<file path="config.mk">
export PLATFORM = sky130hd
export DESIGN_NAME = ser_rx_dbuf
export DESIGN_NICKNAME = d
export VERILOG_FILES = /design/src/rtl/ser_rx_pkg.sv /design/src/rtl/ser_rx_sync.sv /design/src/rtl/ser_rx_clkgen.sv /design/src/rtl/ser_rx_shifter.sv /design/src/rtl/ser_rx_hold.sv /design/src/rtl/ser_rx_dbuf.sv
export SDC_FILE = /design/constraint.sdc
export NUM_CORES = 1
export LEC_CHECK = 0
export BUFFER_PORTS_ARGS = -buffer_cell sky130_fd_sc_hd__buf_2
export CAP_MARGIN = 5
export CORE_ASPECT_RATIO = 1.5
export CORE_MARGIN = 1.5
export CORE_UTILIZATION = 40
export DETAILED_ROUTE_END_ITERATION = 8
export MAX_ROUTING_LAYER = met4
export PLACE_DENSITY_LB_ADDON = 0.15
export SYNTH_ARGS = -nofsm -noshare
export SYNTH_HDL_FRONTEND = slang
export SYNTH_SLANG_ARGS = --single-unit
</file>
<file path="constraint.sdc">
create_clock -name clk -period 2.1 [get_ports clk]
set_input_delay 0.21 -clock clk [delete_from_list [all_inputs] [get_ports clk]]
set_output_delay 0.21 -clock clk [all_outputs]
set_load 0.005 [all_outputs]
</file>
<file path="src/rtl/ser_rx_pkg.sv">
package ser_rx_pkg;

  typedef enum logic {
    EDGE_RISE = 1'b0,
    EDGE_FALL = 1'b1
  } edge_sel_e;

  // Return the event matching the selected sampling edge.
  function automatic logic pick_edge(edge_sel_e sel, logic on_rise, logic on_fall);
    return (sel == EDGE_FALL) ? on_fall : on_rise;
  endfunction

endpackage

</file>
<file path="src/rtl/ser_rx_sync.sv">
// Two-flop synchronizer, one chain per bit.
module ser_rx_sync #(
  parameter int W = 2
) (
  input  logic         clk,
  input  logic         rst_n,
  input  logic [W-1:0] d,
  output logic [W-1:0] q
);

  logic [W-1:0] meta;

  for (genvar g = 0; g < W; g++) begin : g_bit
    always_ff @(posedge clk or negedge rst_n) begin
      if (!rst_n) begin
        meta[g] <= 1'b0;
        q[g]    <= 1'b0;
      end else begin
        meta[g] <= d[g];
        q[g]    <= meta[g];
      end
    end
  end

endmodule

</file>
<file path="src/rtl/ser_rx_clkgen.sv">
// Master-mode serial clock: idles high, makes 2*DATA_W transitions per byte.
module ser_rx_clkgen #(
  parameter int DATA_W = 8,
  parameter int DIV_W  = 8
) (
  input  logic             clk,
  input  logic             rst_n,
  input  logic             en,
  input  logic [DIV_W-1:0] div,
  output logic             sclk,
  output logic             tick_rise,
  output logic             tick_fall,
  output logic             done
);

  localparam int TOG_N = 2 * DATA_W;
  localparam int TW    = $clog2(TOG_N + 1);
  localparam logic [TW-1:0] TOG_LAST = TW'(TOG_N);

  logic [DIV_W-1:0] half_cnt;
  logic [TW-1:0]    tog_cnt;
  logic             at_edge;

  assign at_edge   = en && (tog_cnt < TOG_LAST) && (half_cnt == div);
  assign tick_rise = at_edge && !sclk;
  assign tick_fall = at_edge && sclk;
  assign done      = en && (tog_cnt == TOG_LAST);

  always_ff @(posedge clk or negedge rst_n) begin
    if (!rst_n) begin
      half_cnt <= '0;
      tog_cnt  <= '0;
      sclk     <= 1'b1;
    end else if (!en) begin
      half_cnt <= '0;
      tog_cnt  <= '0;
      sclk     <= 1'b1;
    end else if (tog_cnt < TOG_LAST) begin
      if (at_edge) begin
        half_cnt <= '0;
        sclk     <= ~sclk;
        tog_cnt  <= tog_cnt + 1'b1;
      end else begin
        half_cnt <= half_cnt + 1'b1;
      end
    end
  end

endmodule

</file>
<file path="src/rtl/ser_rx_shifter.sv">
// First buffer: LSB-first shift stage with bit counter.
module ser_rx_shifter #(
  parameter int DATA_W = 8,
  localparam int CW    = $clog2(DATA_W + 1)
) (
  input  logic              clk,
  input  logic              rst_n,
  input  logic              clr,
  input  logic              sample,
  input  logic              din,
  input  logic              load_ok,
  output logic [DATA_W-1:0] word,
  output logic [CW-1:0]     cnt,
  output logic              load
);

  localparam logic [CW-1:0] FULL_CNT = CW'(DATA_W);

  logic full;

  assign full = (cnt == FULL_CNT);
  assign load = full && load_ok && !clr;

  always_ff @(posedge clk or negedge rst_n) begin
    if (!rst_n) begin
      word <= '0;
      cnt  <= '0;
    end else if (clr || load) begin
      cnt <= '0;
    end else if (sample && !full) begin
      word <= {din, word[DATA_W-1:1]};
      cnt  <= cnt + 1'b1;
    end
  end

endmodule

</file>
<file path="src/rtl/ser_rx_hold.sv">
// Second buffer: holds the byte, presents it as a stream, pulses irq on fill.
module ser_rx_hold #(
  parameter int DATA_W = 8
) (
  input  logic              clk,
  input  logic              rst_n,
  input  logic              load,
  input  logic [DATA_W-1:0] din,
  input  logic              ready,
  output logic              valid,
  output logic [DATA_W-1:0] dout,
  output logic              irq
);

  always_ff @(posedge clk or negedge rst_n) begin
    if (!rst_n) begin
      valid <= 1'b0;
      dout  <= '0;
      irq   <= 1'b0;
    end else begin
      irq <= load;
      if (load) begin
        valid <= 1'b1;
        dout  <= din;
      end else if (valid && ready) begin
        valid <= 1'b0;
      end
    end
  end

endmodule

</file>
<file path="src/rtl/ser_rx_dbuf.sv">
module ser_rx_dbuf
  import ser_rx_pkg::*;
#(
  parameter int DATA_W = 8,
  parameter int DIV_W  = 8
) (
  input  logic              clk,
  input  logic              rst_n,
  input  logic              cfg_rx_en,
  input  logic              cfg_clk_out,
  input  logic              cfg_edge_fall,
  input  logic [DIV_W-1:0]  cfg_div,
  input  logic              sclk_i,
  output logic              sclk_o,
  output logic              sclk_oe,
  input  logic              rxd_i,
  output logic              m_valid,
  input  logic              m_ready,
  output logic [DATA_W-1:0] m_data,
  output logic              irq
);

  localparam int CW = $clog2(DATA_W + 1);

  logic [1:0]        sync_q;
  logic              sclk_s, rxd_s, sclk_d;
  logic              ext_rise, ext_fall;
  logic              gen_en, gen_sclk, gen_rise, gen_fall, gen_done;
  logic              samp_int, samp_ext, sample_ev, sample_bit, load_ok;
  logic              load;
  logic [DATA_W-1:0] word;
  logic [CW-1:0]     shift_cnt;
  edge_sel_e         esel;

  ser_rx_sync #(.W(2)) u_sync (
    .clk (clk),
    .rst_n (rst_n),
    .d   ({sclk_i, rxd_i}),
    .q   (sync_q)
  );

  assign sclk_s = sync_q[1];
  assign rxd_s  = sync_q[0];

  always_ff @(posedge clk or negedge rst_n) begin
    if (!rst_n) sclk_d <= 1'b0;
    else        sclk_d <= sclk_s;
  end

  assign ext_rise = sclk_s && !sclk_d;
  assign ext_fall = !sclk_s && sclk_d;

  assign gen_en = cfg_rx_en && cfg_clk_out && !m_valid;

  ser_rx_clkgen #(.DATA_W(DATA_W), .DIV_W(DIV_W)) u_clkgen (
    .clk       (clk),
    .rst_n     (rst_n),
    .en        (gen_en),
    .div       (cfg_div),
    .sclk      (gen_sclk),
    .tick_rise (gen_rise),
    .tick_fall (gen_fall),
    .done      (gen_done)
  );

  assign sclk_o  = gen_sclk;
  assign sclk_oe = cfg_clk_out;

  assign esel       = edge_sel_e'(cfg_edge_fall);
  assign samp_int   = pick_edge(esel, gen_rise, gen_fall);
  assign samp_ext   = pick_edge(esel, ext_rise, ext_fall);
  assign sample_ev  = cfg_rx_en && !m_valid && (cfg_clk_out ? samp_int : samp_ext);
  assign sample_bit = cfg_clk_out ? rxd_i : rxd_s;
  assign load_ok    = !cfg_clk_out || gen_done;

  ser_rx_shifter #(.DATA_W(DATA_W)) u_shift (
    .clk     (clk),
    .rst_n   (rst_n),
    .clr     (!cfg_rx_en),
    .sample  (sample_ev),
    .din     (sample_bit),
    .load_ok (load_ok),
    .word    (word),
    .cnt     (shift_cnt),
    .load    (load)
  );

  ser_rx_hold #(.DATA_W(DATA_W)) u_hold (
    .clk   (clk),
    .rst_n (rst_n),
    .load  (load),
    .din   (word),
    .ready (m_ready),
    .valid (m_valid),
    .dout  (m_data),
    .irq   (irq)
  );

endmodule

</file>
# Word level (Yosys, flattened, before mapping)

Index checks and enable logic that the tools add are counted.

Bits in registers: 41
Bits of input ports: 16
Output and inout port bits: 12
Word-level logic and storage cells: 69

Add/sub/neg operators: 3
Magnitude comparators: 1
Equal/unequal tests: 5
Mux-type cells: 17
Bitwise operators: 2
Reductions and logical operators: 28

Operators by type and width:

| cell                | number |
|---|---|
| $mux 8              | 3 |
| $logic_and 1x1->1   | 15 |
| $mux 5              | 3 |
| $mux 1              | 9 |
| $add 8x1->8 const B | 1 |
| $eq 8x8->1          | 1 |
| $mux 4              | 2 |
| $logic_not 1->1     | 7 |
| $add 5x1->5 const B | 1 |
| $eq 5x5->1 const B  | 1 |
| $lt 5x5->1 const B  | 1 |
| $add 4x1->4 const B | 1 |
| $eq 4x4->1 const B  | 1 |
| $ne 2x2->1 const B  | 2 |
| $reduce_and 2->1    | 2 |
| $reduce_bool 2->1   | 2 |
| $logic_or 1x1->1    | 2 |
| $not 1->1           | 2 |

# Longest topological paths before layout

Depth after elaboration: 11
Depth in mapped cells: 7
Mapped depth without buffers: 7

# Cells and area by module

Synthesis repeated with hierarchy kept, for this count alone.

Cells, all modules: 180
Area, all modules: 2,177.1 µm²

By module, submodules not included:

| module         | times used | cells each | area an instance (µm²) | seq. area each (µm²) |
|---|---|---|---|---|
| ser_rx_clkgen  | 1          | 98         | 988.4                  | 351.6 |
| ser_rx_shifter | 1          | 46         | 589.3                  | 300.3 |
| ser_rx_hold    | 1          | 21         | 394.1                  | 250.2 |
| ser_rx_dbuf    | 1          | 11         | 105.1                  | 25.0 |
| ser_rx_sync    | 1          | 4          | 100.1                  | 100.1 |

# Worst setup path after synthesis

OpenSTA, ideal clock, no wires.

Kind: register to register
Start: register u_shift.cnt[0]
End: register u_shift.word[0]
Library setup time: 0.125 ns
Data arrival time: 1.789 ns
Required time: 1.975 ns
Setup slack: 0.187 ns
Stages on the path, launching flop included: 8
Path buffers: 0
Clock period less this slack: 1.913 ns
Cells stage by stage: dfrtp_1 > inv_1 > ha_1 > nand3b_1 > nand3_1 > or2_2 > a21oi_4 > mux2_2

Cells in the longest elaborated chain, start to end: 6
Elaborated cells on any way between the ends: 8
Classes of those cells: eq/ne: 1; bitwise: 1; reduce/logical: 6

RTL lines:

| item                                | RTL line             | source |
|---|---|---|
| from (decl)                         | ser_rx_shifter.sv:13 | `output logic [CW-1:0] cnt,` |
| from (signal assigned)              | ser_rx_shifter.sv:32 | `cnt <= cnt + 1'b1;` |
| $eq 4x4->1 *                        | ser_rx_shifter.sv:21 | `assign full = (cnt == FULL_CNT);` |
| $logic_and 1x1->1 (2 in a row)      | ser_rx_shifter.sv:22 | `assign load = full && load_ok && !clr;` |
| $logic_or 1x1->1                    | ser_rx_shifter.sv:28 | `end else if (clr \|\| load) begin` |
| $not 1->1 (no source line)          | --                   |  |
| $reduce_and 2->1 (no source line) * | --                   |  |
| to (signal assigned)                | ser_rx_shifter.sv:31 | `word <= {din, word[DATA_W-1:1]};` |
| to (decl)                           | ser_rx_shifter.sv:12 | `output logic [DATA_W-1:0] word,` |

Mark *: on every way between the ends. The rest lies on a longest branch, timed or not.
A chain may end at the register's enable or synchronous reset.

# Final worst setup path

Same ends and word-level chain as after synthesis.

==> flow_results.xml <==
<?xml version="1.0" encoding="UTF-8"?>
<metrics>
  <group name="synth">
    <metric name="ys_top_cells_by_count" unit="">40 x dfrtp_1, 16 x nor2_1, 15 x mux2_2</metric>
    <metric name="synth_area_per_cell" unit="um^2">11.7</metric>
    <metric name="synthArstFlopShare" unit="%">100</metric>
    <metric name="syn_nets" unit="">185</metric>
    <metric name="synth.distinct_cells" unit="">36</metric>
    <metric name="ys_seq_area_share" unit="%">53.3</metric>
    <metric name="number_of_synthesized_flops_with_an_enable_pin" unit="">0</metric>
    <metric name="post_synthesis_instance_total" unit="">164</metric>
    <metric name="synth.largest_area_cell" unit="">dfrtp_1</metric>
    <metric name="yosysTopAreaCellShare" unit="%">51.9</metric>
    <metric name="post-synth-top-count-cell" unit="">dfrtp_1</metric>
    <metric name="yosys_warnings" unit="">0</metric>
    <metric name="post_synth_main_area_contributors" unit="">dfrtp_1 52%, mux2_2 8.8%, xor2_1 5.9%, mux2i_1 4.2%, ha_1 3.2%</metric>
    <metric name="synth_flop_cell" unit="">dfrtp_1</metric>
    <metric name="netlist_area" unit="um^2">1930</metric>
    <metric name="synth-seq-cells" unit="">41</metric>
  </group>
  <group name="critical_path">
    <metric name="crit_path_end" unit="">u_shift.word[0]</metric>
    <metric name="reg2reg_depth" unit="">7</metric>
    <metric name="beginning_of_the_critical_path" unit="">u_shift.cnt[0]</metric>
    <metric name="critPathArrivalTime" unit="ps">2150</metric>
    <metric name="worst-setup-path-type" unit="">reg -&gt; reg</metric>
    <metric name="critical_path.n_buffers_inverters" unit="">1</metric>
    <metric name="worstPathMaxFanout" unit="">8</metric>
    <metric name="critPathMaxStageDelay" unit="ps">390</metric>
    <metric name="worstPathRequired" unit="ps">2280</metric>
    <metric name="slowest_stage" unit="">dfrtp_1</metric>
    <metric name="regToRegEndpoint" unit="">u_shift.word[0]</metric>
    <metric name="regToRegSetupSlack" unit="ps">120</metric>
    <metric name="start_kind" unit="">flip-flop</metric>
    <metric name="worst_path_dominant_cell_family" unit="">simple AND/OR/NAND/NOR gates</metric>
    <metric name="critical_path_cell_count" unit="">7</metric>
    <metric name="worst_setup_path_end_kind" unit="">flip-flop</metric>
    <metric name="cp_cell_sequence" unit="">inv_1 &gt; ha_1 &gt; nand3b_1 &gt; nand3_2 &gt; or2_2 &gt; a21oi_4 &gt; mux2_2</metric>
    <metric name="r2r_startpoint" unit="">u_shift.cnt[0]</metric>
  </group>
  <group name="clock_tree">
    <metric name="clock_tree.buffer_depth" unit="">2</metric>
    <metric name="clock_latency" unit="ps">290</metric>
    <metric name="numCtsBuffers" unit="">5</metric>
    <metric name="cts_sinks" unit="">41</metric>
    <metric name="clock_tree.root_cell" unit="">clkbuf_8</metric>
    <metric name="clk_pin_slew" unit="ps">80</metric>
    <metric name="tritoncts" unit="">done</metric>
    <metric name="htreeDepth" unit="">2</metric>
  </group>
  <group name="final_layout">
    <metric name="layout.cell_area.non_filler" unit="um^2">2280</metric>
    <metric name="antenna_cells_inserted" unit="">0</metric>
    <metric name="final-instance-count-excl-fill" unit="">269</metric>
    <metric name="syn2layout_area_growth" unit="%">18.5</metric>
    <metric name="finish.net_count" unit="">225</metric>
    <metric name="layout-drive-gt1-share" unit="%">32.7</metric>
    <metric name="final.fill_count" unit="">441</metric>
  </group>
  <group name="place">
    <metric name="post-place-cells" unit="">257</metric>
    <metric name="hpwlAfterDp" unit="mm">2.79</metric>
    <metric name="gp_congestion" unit="">0.810</metric>
    <metric name="placed_cell_area" unit="um^2">2160</metric>
    <metric name="io_buffers" unit="">27</metric>
  </group>
  <group name="timing">
    <metric name="fin_hold_ws" unit="ps">17.9</metric>
    <metric name="number_of_setup_violations_in_the_final_report" unit="">0</metric>
    <metric name="timing_max_transition_violations_final" unit="">0</metric>
    <metric name="finalCritPeriodShare" unit="%">94.1</metric>
    <metric name="grt_setup_unrepaired" unit="">false</metric>
    <metric name="setup-tns-final" unit="ps">0</metric>
    <metric name="fmaxAchievable" unit="MHz">506</metric>
    <metric name="timing_hold_violations_final" unit="">0</metric>
    <metric name="worst_clock_skew" unit="ps">6.24</metric>
    <metric name="slew-limit-headroom" unit="%">71.1</metric>
    <metric name="finalWorstPathRequiredPeriod" unit="ps">1980</metric>
    <metric name="worst_margin_slew" unit="ps">433</metric>
  </group>
  <group name="drt">
    <metric name="route.antenna.remaining_nets" unit="">0</metric>
    <metric name="routed_wire_length_per_instance" unit="um">13.8</metric>
    <metric name="routed_wirelength" unit="mm">3.72</metric>
    <metric name="route.detailed.vias_per_inst" unit="">4.86</metric>
    <metric name="overall_via_count_from_detail_route" unit="">1308</metric>
    <metric name="residual_drc_count" unit="">0</metric>
    <metric name="first_iter_violations" unit="">61</metric>
    <metric name="tritonroute_pass_1_iters" unit="">4</metric>
  </group>
  <group name="die">
    <metric name="rows" unit="">30</metric>
    <metric name="die_area" unit="um^2">5250</metric>
    <metric name="ioPinCount" unit="">28</metric>
    <metric name="effective_utilization_at_floorplan" unit="%">42.1</metric>
    <metric name="die-height" unit="um">88.0</metric>
    <metric name="die_x" unit="um">59.7</metric>
    <metric name="placeableCoreArea" unit="um^2">4580</metric>
  </group>
  <group name="hold_path">
    <metric name="timing.hold.worst.class" unit="">in -&gt; reg</metric>
  </group>
  <group name="grt">
    <metric name="global_route.usage.total" unit="%">16.5</metric>
    <metric name="first_global_vias" unit="">1422</metric>
    <metric name="grt_antenna_before_repair" unit="">0</metric>
    <metric name="global_route_overflow" unit="">0</metric>
    <metric name="grt_max_degree" unit="">18</metric>
    <metric name="grt_first_pass_wirelength" unit="mm">6.37</metric>
  </group>
  <group name="pwr">
    <metric name="leakagePower" unit="nW">1.12</metric>
    <metric name="max-vdd-ir-drop" unit="V">0.000497</metric>
    <metric name="power.density_cell_area" unit="nW/um^2">697</metric>
    <metric name="fin_total_pwr" unit="mW">1.59</metric>
  </group>
  <group name="job">
    <metric name="drv.max_cap_violation_count" unit="">0</metric>
  </group>
  <group name="status">
    <metric name="status" unit="">finished clean</metric>
  </group>
</metrics>
per-layer routing:
metal	wire length [um]	track usage (%)	share of wire [%]	vias up
li1	-	-	-	634
met2	1940	28.3	52	26
met4	74	6.87	2.0	0
met3	118	3.69	3.2	8
met1	1580	18.1	43	640
met5	0	-	0	-
layout make-up:
class                   instances  area [um^2]  area share [%]
multi-input cells             110          847            37.1
clock buffers                   5         68.8            3.01
inverters                      10         37.5            1.64
flip-flops and latches         41         1030            45.0
well taps                      64         80.1            3.51
clock inverters                 3         17.5           0.767
repair buffers                 36          205            8.99
state kept, by name, indices dropped and copies added, names as in the netlist, 2 cells and up:
name,count
u_shift.word,8
u_clkgen.tog_cnt,5
u_clkgen.half_cnt,8
u_sync.q,2
u_shift.cnt,4
u_hold.dout,8
u_sync.meta,2
metrics by stage:
step	setup slack, ps	utilization, %
2_1_floorplan	187	-
3_3_place_gp	152	47.2
3_5_place_dp	72.4	47.2
4_1_cts	51.4	49.3
5_1_grt	23.7	49.9
6_report	124	49.9
worst min-delay path by stage:
| stage | to | slack, ps | from | cells after the start |
|---|---|---|---|---|
| floorplan | sclk_d | -90 | rst_n | 0 |
| global placement | u_clkgen.half_cnt[4] | 100 | rst_n | 1 |
| detailed placement | u_clkgen.half_cnt[4] | 100 | rst_n | 1 |
| CTS | u_sync.meta[1] | 8 | sclk_i | 1 |
| global route | u_sync.meta[1] | 10 | sclk_i | 1 |
| finish | u_sync.meta[1] | 20 | sclk_i | 1 |
where the power goes:
group | switching, mW | leakage [nW] | total (mW) | internal, mW
combinational | 0.0792 | 0.533 | 0.174 | 0.0952
sequential | 0.0517 | 0.546 | 0.911 | 0.860
clock | 0.277 | 0.0439 | 0.506 | 0.229
placed cells by master, fill, tap and decap left out, drive strengths merged:
master        n
dfrtp        40
buf          35
nor2         16
mux2         15
xor2         13
nand2        12
inv          10
mux2i         8
xnor2         5
ha            5
clkbuf        5
a21oi         5
nand4         4
or2           3
and3          3
nand3b        2
o2111ai       2
nor2b         2
clkinv        2
nand3         2
a41oi         1
nor3          1
nor4          1
nand2b        1
and2          1
or3b          1
or3           1
a221oi        1
a211oi        1
o21a          1
o21ai         1
o21bai        1
o31ai         1
clkinvlp      1
dlygate4sd3   1
dfstp         1
kinds of logic after synthesis:
family                     after synthesis  share of synthesized area (%)
DFF                                     41                           53.3
AOI/OAI and AO/OA                       14                           5.52
and+or+nand+nor                         50                           13.8
muxes                                   23                           12.9
adders and majority gates                5                           3.25
buffers and inverters                   13                           2.99
xor gates and xnor gates                18                           8.18
repair_timing:
item                                   in CTS  in global routing
resized for setup                           0                  1
setup endpoints to repair                   0                 10
setup buffers                               0                  3
hold buffers                                1                  0
endpoints found under the hold margin       9                  0
Note: power is estimated with default switching activity, not from simulation.
